## src/rtl/mainsPeriodPkg.sv

```systemverilog
package mainsPeriodPkg;

  // Strobes from control to datapath, one set per clock cycle.
  typedef struct packed {
    logic captureEn;          // store a freshly corrected period
    logic transferEn;         // copy staging register into compare register
    logic stagedFromNominal;  // no capture yet: staging reads as nominal
    logic compareFromNominal; // no transfer yet: output reads as nominal
  } pcStrobes_t;

  // Clamp limit in ticks: largest integer strictly below perMille/1000 of nominal.
  function automatic int clampLimit(input int nominal, input int perMille);
    int prod;
    prod = nominal * perMille;
    if (prod % 1000 == 0) return prod / 1000 - 1;
    return prod / 1000;
  endfunction

endpackage

```

## src/rtl/mainsPeriodControl.sv

```systemverilog
module mainsPeriodControl
  import mainsPeriodPkg::*;
(
  input  logic       clk,
  input  logic       rstN,
  input  logic       captureValid,
  input  logic       cycleStart,
  output pcStrobes_t strobes
);

  logic capturedQ;
  logic loadedQ;

  always_ff @(posedge clk or negedge rstN) begin
    if (!rstN) begin
      capturedQ <= 1'b0;
      loadedQ   <= 1'b0;
    end else begin
      if (captureValid) capturedQ <= 1'b1;
      if (cycleStart)   loadedQ   <= 1'b1;
    end
  end

  always_comb begin
    strobes.captureEn          = captureValid;
    strobes.transferEn         = cycleStart;
    strobes.stagedFromNominal  = !capturedQ;
    strobes.compareFromNominal = !loadedQ;
  end

  AST_CAPTURE_STICKY: assert property (@(posedge clk) disable iff (!rstN)
    captureValid |=> !strobes.stagedFromNominal);

  AST_LOAD_STICKY: assert property (@(posedge clk) disable iff (!rstN)
    !strobes.compareFromNominal |=> !strobes.compareFromNominal);

endmodule

```

## src/rtl/mainsPeriodDatapath.sv

```systemverilog
module mainsPeriodDatapath
  import mainsPeriodPkg::*;
#(
  parameter int WIDTH         = 16,
  parameter int TICKS_50      = 6666,
  parameter int TICKS_60      = 5555,
  parameter int RELOAD_OFFSET = 5,
  parameter int GAIN_SHIFT    = 4,
  parameter int CLAMP_PER_MILLE = 5
) (
  input  logic             clk,
  input  logic             rstN,
  input  logic             sel60Hz,
  input  pcStrobes_t       strobes,
  input  logic [WIDTH-1:0] captureValue,
  input  logic [WIDTH-1:0] edgePosition,
  output logic [WIDTH-1:0] comparePeriod
);

  localparam int NOM_50 = TICKS_50 - RELOAD_OFFSET;
  localparam int NOM_60 = TICKS_60 - RELOAD_OFFSET;
  localparam int LIM_50 = clampLimit(NOM_50, CLAMP_PER_MILLE);
  localparam int LIM_60 = clampLimit(NOM_60, CLAMP_PER_MILLE);
  localparam int LO_BOUND = ((NOM_60 - LIM_60) < (NOM_50 - LIM_50)) ? (NOM_60 - LIM_60) : (NOM_50 - LIM_50);
  localparam int HI_BOUND = ((NOM_60 + LIM_60) > (NOM_50 + LIM_50)) ? (NOM_60 + LIM_60) : (NOM_50 + LIM_50);

  localparam logic [WIDTH-1:0]        NOM_50_W = WIDTH'(NOM_50);
  localparam logic [WIDTH-1:0]        NOM_60_W = WIDTH'(NOM_60);
  localparam logic signed [WIDTH-1:0] LIM_50_S = WIDTH'(LIM_50);
  localparam logic signed [WIDTH-1:0] LIM_60_S = WIDTH'(LIM_60);

  logic [WIDTH-1:0]        nominalNow;
  logic signed [WIDTH-1:0] limitNow;
  logic signed [WIDTH-1:0] phaseErr;
  logic signed [WIDTH-1:0] scaledCorr;
  logic signed [WIDTH-1:0] clampedCorr;
  logic [WIDTH-1:0]        candidate;
  logic [WIDTH-1:0]        stagedQ;
  logic [WIDTH-1:0]        stagedSource;
  logic [WIDTH-1:0]        compareQ;

  // Mode-dependent constants.
  always_comb begin
    nominalNow = sel60Hz ? NOM_60_W : NOM_50_W;
    limitNow   = sel60Hz ? LIM_60_S : LIM_50_S;
  end

  // Error, gain and limiter.
  always_comb begin
    phaseErr   = signed'(captureValue - edgePosition);
    scaledCorr = phaseErr >>> GAIN_SHIFT;
    if (scaledCorr > limitNow)       clampedCorr = limitNow;
    else if (scaledCorr < -limitNow) clampedCorr = -limitNow;
    else                             clampedCorr = scaledCorr;
    candidate  = nominalNow + WIDTH'(clampedCorr);
  end

  always_comb stagedSource = strobes.stagedFromNominal ? nominalNow : stagedQ;

  always_ff @(posedge clk or negedge rstN) begin
    if (!rstN) begin
      stagedQ  <= NOM_50_W;
      compareQ <= NOM_50_W;
    end else begin
      if (strobes.captureEn)  stagedQ  <= candidate;
      if (strobes.transferEn) compareQ <= stagedSource;
    end
  end

  always_comb comparePeriod = strobes.compareFromNominal ? nominalNow : compareQ;

  always_comb begin
    if (rstN && strobes.captureEn)
      AST_SHIFT_KEEPS_SIGN: assert (scaledCorr[WIDTH-1] == phaseErr[WIDTH-1]);
  end

  AST_STAGED_IN_BAND: assert property (@(posedge clk) disable iff (!rstN)
    strobes.captureEn |=> (int'(stagedQ) >= LO_BOUND && int'(stagedQ) <= HI_BOUND));

  AST_TRANSFER_TAKES_OLD: assert property (@(posedge clk) disable iff (!rstN)
    strobes.transferEn |=> compareQ == $past(stagedSource));

endmodule

```

## src/rtl/mainsPeriodCorrector.sv

```systemverilog
module mainsPeriodCorrector
  import mainsPeriodPkg::*;
#(
  parameter int WIDTH           = 16,
  parameter int TICKS_50        = 6666,
  parameter int TICKS_60        = 5555,
  parameter int RELOAD_OFFSET   = 5,
  parameter int GAIN_SHIFT      = 4,
  parameter int CLAMP_PER_MILLE = 5
) (
  input  logic             clk,
  input  logic             rstN,
  input  logic             sel60Hz,
  input  logic             captureValid,
  input  logic [WIDTH-1:0] captureValue,
  input  logic [WIDTH-1:0] edgePosition,
  input  logic             cycleStart,
  output logic [WIDTH-1:0] comparePeriod
);

  localparam logic [WIDTH-1:0] RST_50 = WIDTH'(TICKS_50 - RELOAD_OFFSET);
  localparam logic [WIDTH-1:0] RST_60 = WIDTH'(TICKS_60 - RELOAD_OFFSET);

  pcStrobes_t strobeBus;

  mainsPeriodControl ctrl_i (
    .clk          (clk),
    .rstN         (rstN),
    .captureValid (captureValid),
    .cycleStart   (cycleStart),
    .strobes      (strobeBus)
  );

  mainsPeriodDatapath #(
    .WIDTH           (WIDTH),
    .TICKS_50        (TICKS_50),
    .TICKS_60        (TICKS_60),
    .RELOAD_OFFSET   (RELOAD_OFFSET),
    .GAIN_SHIFT      (GAIN_SHIFT),
    .CLAMP_PER_MILLE (CLAMP_PER_MILLE)
  ) dp_i (
    .clk           (clk),
    .rstN          (rstN),
    .sel60Hz       (sel60Hz),
    .strobes       (strobeBus),
    .captureValue  (captureValue),
    .edgePosition  (edgePosition),
    .comparePeriod (comparePeriod)
  );

  AST_NOMINAL_BEFORE_LOAD: assert property (@(posedge clk) disable iff (!rstN)
    strobeBus.compareFromNominal |-> comparePeriod == (sel60Hz ? RST_60 : RST_50));

  AST_HOLD_BETWEEN_STARTS: assert property (@(posedge clk) disable iff (!rstN)
    (!strobeBus.compareFromNominal && !cycleStart) |=> $stable(comparePeriod));

endmodule

```

## config.mk

```make
export PLATFORM = sky130hd
export DESIGN_NAME = mainsPeriodCorrector
export DESIGN_NICKNAME = d
export VERILOG_FILES = /design/src/rtl/mainsPeriodPkg.sv /design/src/rtl/mainsPeriodControl.sv /design/src/rtl/mainsPeriodDatapath.sv /design/src/rtl/mainsPeriodCorrector.sv
export SDC_FILE = /design/constraint.sdc
export NUM_CORES = 1
export LEC_CHECK = 0
export ABC_AREA = 0
export BUFFER_PORTS_ARGS = -buffer_cell sky130_fd_sc_hd__buf_2
export CORE_AREA = 2 2 84 86
export DETAILED_ROUTE_END_ITERATION = 16
export DIE_AREA = 0 0 86 88
export GPL_ROUTABILITY_DRIVEN = 0
export PLACE_DENSITY = 0.77
export SYNTH_ARGS = -nofsm -noshare
export SYNTH_HDL_FRONTEND = slang
export SYNTH_SLANG_ARGS = --single-unit
```

## constraint.sdc

```tcl
create_clock -name clk -period 1.4 [get_ports clk]
set_input_delay 0.35 -clock clk [delete_from_list [all_inputs] [get_ports clk]]
set_output_delay 0.35 -clock clk [all_outputs]
set_load 0.005 [all_outputs]
```

* Word level (Yosys, flattened, before mapping)
Index checks and enable logic that the tools add are counted.
Storage, ports and cells: logic and storage cells 15, register bits 34, output and inout port bits 16
Operators by class: mux-type cells 6, add/subtract/negate cells 3, order comparisons 2
Operators by type and width (number):
- $mux 16 | 4
- $add 16x16->16 | 1
- $lt 12x16->1 | 1
- $neg 16->16 | 1
- $sub 16x16->16 | 1
- $gt 12x7->1 | 1
- $mux 12 | 1
- $mux 6 | 1

* Depth between registers and ports, before layout
depth in word-level cells 6, mapped depth 29, mapped depth without buffers 28

* Cells and area by module
A second synthesis with hierarchy kept.
Unflattened totals: cells, all modules 419, area, all modules 3368.2 um^2
Modules (own cells, without submodules):
- mainsPeriodDatapath | area an instance 3283.1 um^2, cells an instance 411, times used 1
- mainsPeriodControl | area an instance 85.1 um^2, cells an instance 8, times used 1

* Worst setup path after synthesis
No wires, ideal clock.
path kind input to register, from input edgePosition[5], to register dp_i.stagedQ[13], library setup time 0.120 ns, path buffers 1, stages 27, data required time 1.280 ns, setup slack -3.960 ns, arrival time 5.240 ns, cell sequence inv_1 > ha_1 > nand2_1 > o21ai_2 > a21oi_2 > o21ai_0 > a21oi_1 > xnor2_1 > ha_1 > nor4bb_1 > nand2_1 > o32ai_1 > a21oi_1 > nor4_4 > nand2b_1 > buf_6 > mux2i_1 > a31o_2 > ha_1 > a21oi_1 > nor2b_1 > nand2_1 > o221ai_1 > nor2_1 > a211oi_2 > o21ai_0 > a41o_1
On the way: word-level cells in the longest chain between the ends 5
Ends and longest elaborated chain:
- start: declaration | RTL line mainsPeriodCorrector.sv:16 | input logic [WIDTH-1:0] edgePosition,
- $sub 16x16->16 (*) | RTL line mainsPeriodDatapath.sv:50 | phaseErr = signed'(captureValue - edgePosition);
- $lt 12x16->1 | RTL line mainsPeriodDatapath.sv:53 | else if (scaledCorr < -limitNow) clampedCorr = -limitNow;
- $mux 16 | RTL line mainsPeriodDatapath.sv:53
- $mux 16 (*) | RTL line mainsPeriodDatapath.sv:52 | if (scaledCorr > limitNow) clampedCorr = limitNow;
- $add 16x16->16 (*) | RTL line mainsPeriodDatapath.sv:55 | candidate = nominalNow + WIDTH'(clampedCorr);
- end signal: assignment | RTL line mainsPeriodDatapath.sv:65 | if (strobes.captureEn) stagedQ <= candidate;
- end: declaration | RTL line mainsPeriodDatapath.sv:38 | logic [WIDTH-1:0] stagedQ;
Every way passes the cells marked *; elsewhere a longest branch is shown, timed or not. A chain may end at the register's enable or synchronous reset.

* Final worst setup path
from input edgePosition[5], to register dp_i.stagedQ[4]
Same word-level chain as after synthesis.

==> flow_summary.yaml <==
status:
  status: "complete, but fails checks"
  violations: "setup timing"
die:
  die_h_um: 88
  ios: 53
  core_um2: 6640
  initial_utilization_pct: 49.0
  chipWidth_um: 86
  placement_rows: 30
  dieArea_um2: 7570
timing:
  maxSlewViolCount: 0
  fin_crit_ns: 4.92
  grt_setup_unrepaired: "true"
  slew_headroom_pct: 66.7
  fmax_mhz: 203
  finalSetupViolCount: 29
  fin_skew_ns: 0.00458
  tightest_slew_ns: 0.497
  hold_ws_ns: 0.0664
  fin_ws_ns: -3.52
  fin_crit_sh_pct: 351
  hold_viol: 0
grt:
  grt_use_met1_pct: 26.6
  antenna_found_initial: 0
  grtUsageMet2_pct: 51.4
  top_usage_layer: "met2"
  grt_pass1_vias: 3737
  gr-usage-met3_pct: 3.11
  grt.overflow.total: 0
  grt_first_pass_wirelength_mm: 16.1
  grt_max_degree: 33
  grt_util_all_layers_pct: 26.0
clock_tree:
  clock_path_buffers: 2
  cts_hold_buf: 0
  root_buffer: "clkbuf_8"
  clock_sinks: 32
  cts_tree: "built"
  clk_pin_slew_ns: 0.07
  cts_max_level: 2
  clkLatencyLatePin_ns: 0.29
  cts_buffers: 5
synth:
  ys_seq_elements: 32
  syn_nets: 471
  yosysMostFrequentCell: "nor2_1"
  synth_area_um2: 3260
  ys_seq_area_share_pct: 25.0
  synthDistinctLibCells: 80
  synth_cells: 399
  yosysWarnings: 0
  syn_avg_cell_area_um2: 8.16
  synth_top_area_share_pct: 16.9
  synthTopCellsByArea: "dfrtp_1 17%, ha_1 13%, dfstp_2 8.1%"
  synth_commonest_cells: "42 x nor2_1, 40 x a21oi_1, 40 x nand2_1, 35 x inv_1, 34 x ha_1"
  synthFlopType: "dfrtp_1"
  synth_edf_count: 0
  yosysTopAreaCell: "dfrtp_1"
  async_flop_share_pct: 100
critical_path:
  path_class: "in -> reg"
  worstRegToRegCells: 3
  critPathLaunchType: "input port"
  r2r-start: "ctrl_i.capturedQ"
  rrSetupSlack_ns: 0.20
  worstPathMaxFanout: 5
  end_kind: "register"
  crit_end: "dp_i.stagedQ[4]"
  arrival_ns: 5.12
  startpoint: "edgePosition[5]"
  r2r-end: "dp_i.compareQ[8]"
  cp_data_required_time_ns: 1.60
detailed_routing:
  via_count: 3781
  first_pass_iters: 4
  drt_iter0_markers: 216
  via_per_inst: 5.75
  drtAntennaViolNets: 0
  drc: 0
  wl_per_cell_um: 16.9
  drt-total-wl_mm: 11.1
final_layout:
  drive_gt1_share_pct: 56.2
  finalInstanceArea_um2: 5320
  diodes: 0
  area_delta_synth_final_pct: 63.4
  nNetsFinal: 649
pwr:
  power_density_nw_per_um2: 1310
  power.share.sequential_pct: 21.8
  ir_drop_v: 0.000507
  swShare_pct: 37.7
  p_comb_share_pct: 64.3
  p_leak_uw: 0.00255
  power.internal_uw: 4350
  clock_power_share_pct: 13.9
  switchingPower_uw: 2630
hold_path:
  hold_path_class: "in -> async"
placement:
  placed_area_um2: 4530
  io_buffers: 51
  hpwl_mm: 6.95
run:
  maxCapViolCount: 0
metal layers:
layer  vias to the layer above  part of all wire [%]
met2                       150                    54
met3                        53                   4.1
met5                         -                     0
met1                      1805                    37
li1                       1773                     -
met4                         0                   5.1
worst max-delay path, stage by stage:
cell and delay [ns]:
buf_8 0.10, inv_4 0.04, ha_4 0.22, a21oi_4 0.19, o21ai_4 0.09, a21oi_2 0.15
o21ai_2 0.10, a21oi_2 0.19, xnor2_2 0.11, ha_1 0.35, nor4bb_2 0.37, nand2_1 0.12
o32ai_2 0.24, a21oi_2 0.08, nor4_4 0.19, nand2b_4 0.23, mux2i_4 0.26, buf_4 0.15
a31o_2 0.13, ha_4 0.21, and2b_2 0.20, a311o_4 0.37, buf_4 0.16, buf_6 0.11
buf_4 0.12, xor2_1 0.14, a21oi_1 0.17
how the worst min path moves through the flow:
stage,start,cells after the start,endpoint
floorplan,rstN,0,ctrl_i.capturedQ
global placement,rstN,2,dp_i.compareQ[15]
detailed placement,rstN,2,dp_i.compareQ[15]
CTS,rstN,2,dp_i.compareQ[15]
global route,rstN,2,dp_i.compareQ[1]
finish,rstN,2,ctrl_i.loadedQ
cell usage in the layout (no fill, tap or decap), drive strengths merged, types with 10 or more instances in the layout:
cell   netlist  routed
dfstp       10      10
o21ai       20      20
nor2        42      42
dfrtp       22      22
buf          4     186
a21oi       43      43
inv         35      35
nand2       40      40
ha          34      34
final cells by class:
class                      instances  area [um2]
clock buffer                       7        96.3
clock inverter                     1        30.0
fill                             370        1330
inverter                          36         143
multi-input combinational        316        2750
sequential                        32         815
tap                               80         100
timing repair buffer             186        1390
cell families after synthesis:
family | count (synthesis) | synth area share, %
simple gates | 139 | 21.0
flops | 32 | 25.0
other cells | 1 | 0.115
fa+ha+maj | 35 | 13.7
compound gates | 119 | 26.5
buf+inv | 51 | 6.80
xor+xnor | 15 | 4.50
mux | 7 | 2.38
per-stage QoR:
stage / TNS, ns / setup slack (ns) / total power [uW] / std cells / util [%]
after floorplan: -44.66 / -3.54 / 3500 / 399 / -
after global placement: -45.89 / -3.51 / 4750 / 626 / 68.2
after detailed placement: -49.15 / -3.74 / 4920 / 626 / 68.2
after CTS: -42.49 / -3.27 / 6380 / 645 / 75.7
after global routing: -49.11 / -3.69 / 7370 / 658 / 80.1
final: -46.36 / -3.52 / 6980 / 658 / 80.1
registers in the layout (all words and copies together), names as in the netlist:
| register | cells |
|---|---|
| dp_i.compareQ | 15 |
| ctrl_i.capturedQ | 1 |
| ctrl_i.loadedQ | 1 |
| dp_i.stagedQ | 15 |
repair_timing:
action                                  CTS  global route
buffers inserted                         11            16
resized for setup                        71            40
endpoints found under the setup margin   27            29
gates cloned                              1             0
pin swaps                                29            25
endpoints found under the hold margin     0             0
power groups by stage:
| stage | Combinational, uW | Clock, uW | Sequential [uW] |
|---|---|---|---|
| after floorplan | 2070 | 0 | 1440 |
| after global placement | 3280 | 0 | 1470 |
| after detailed placement | 3420 | 0 | 1490 |
| after CTS | 3910 | 978 | 1500 |
| after global routing | 4810 | 1010 | 1550 |
| final | 4490 | 971 | 1520 |
Power figures use the tool's default switching activity.
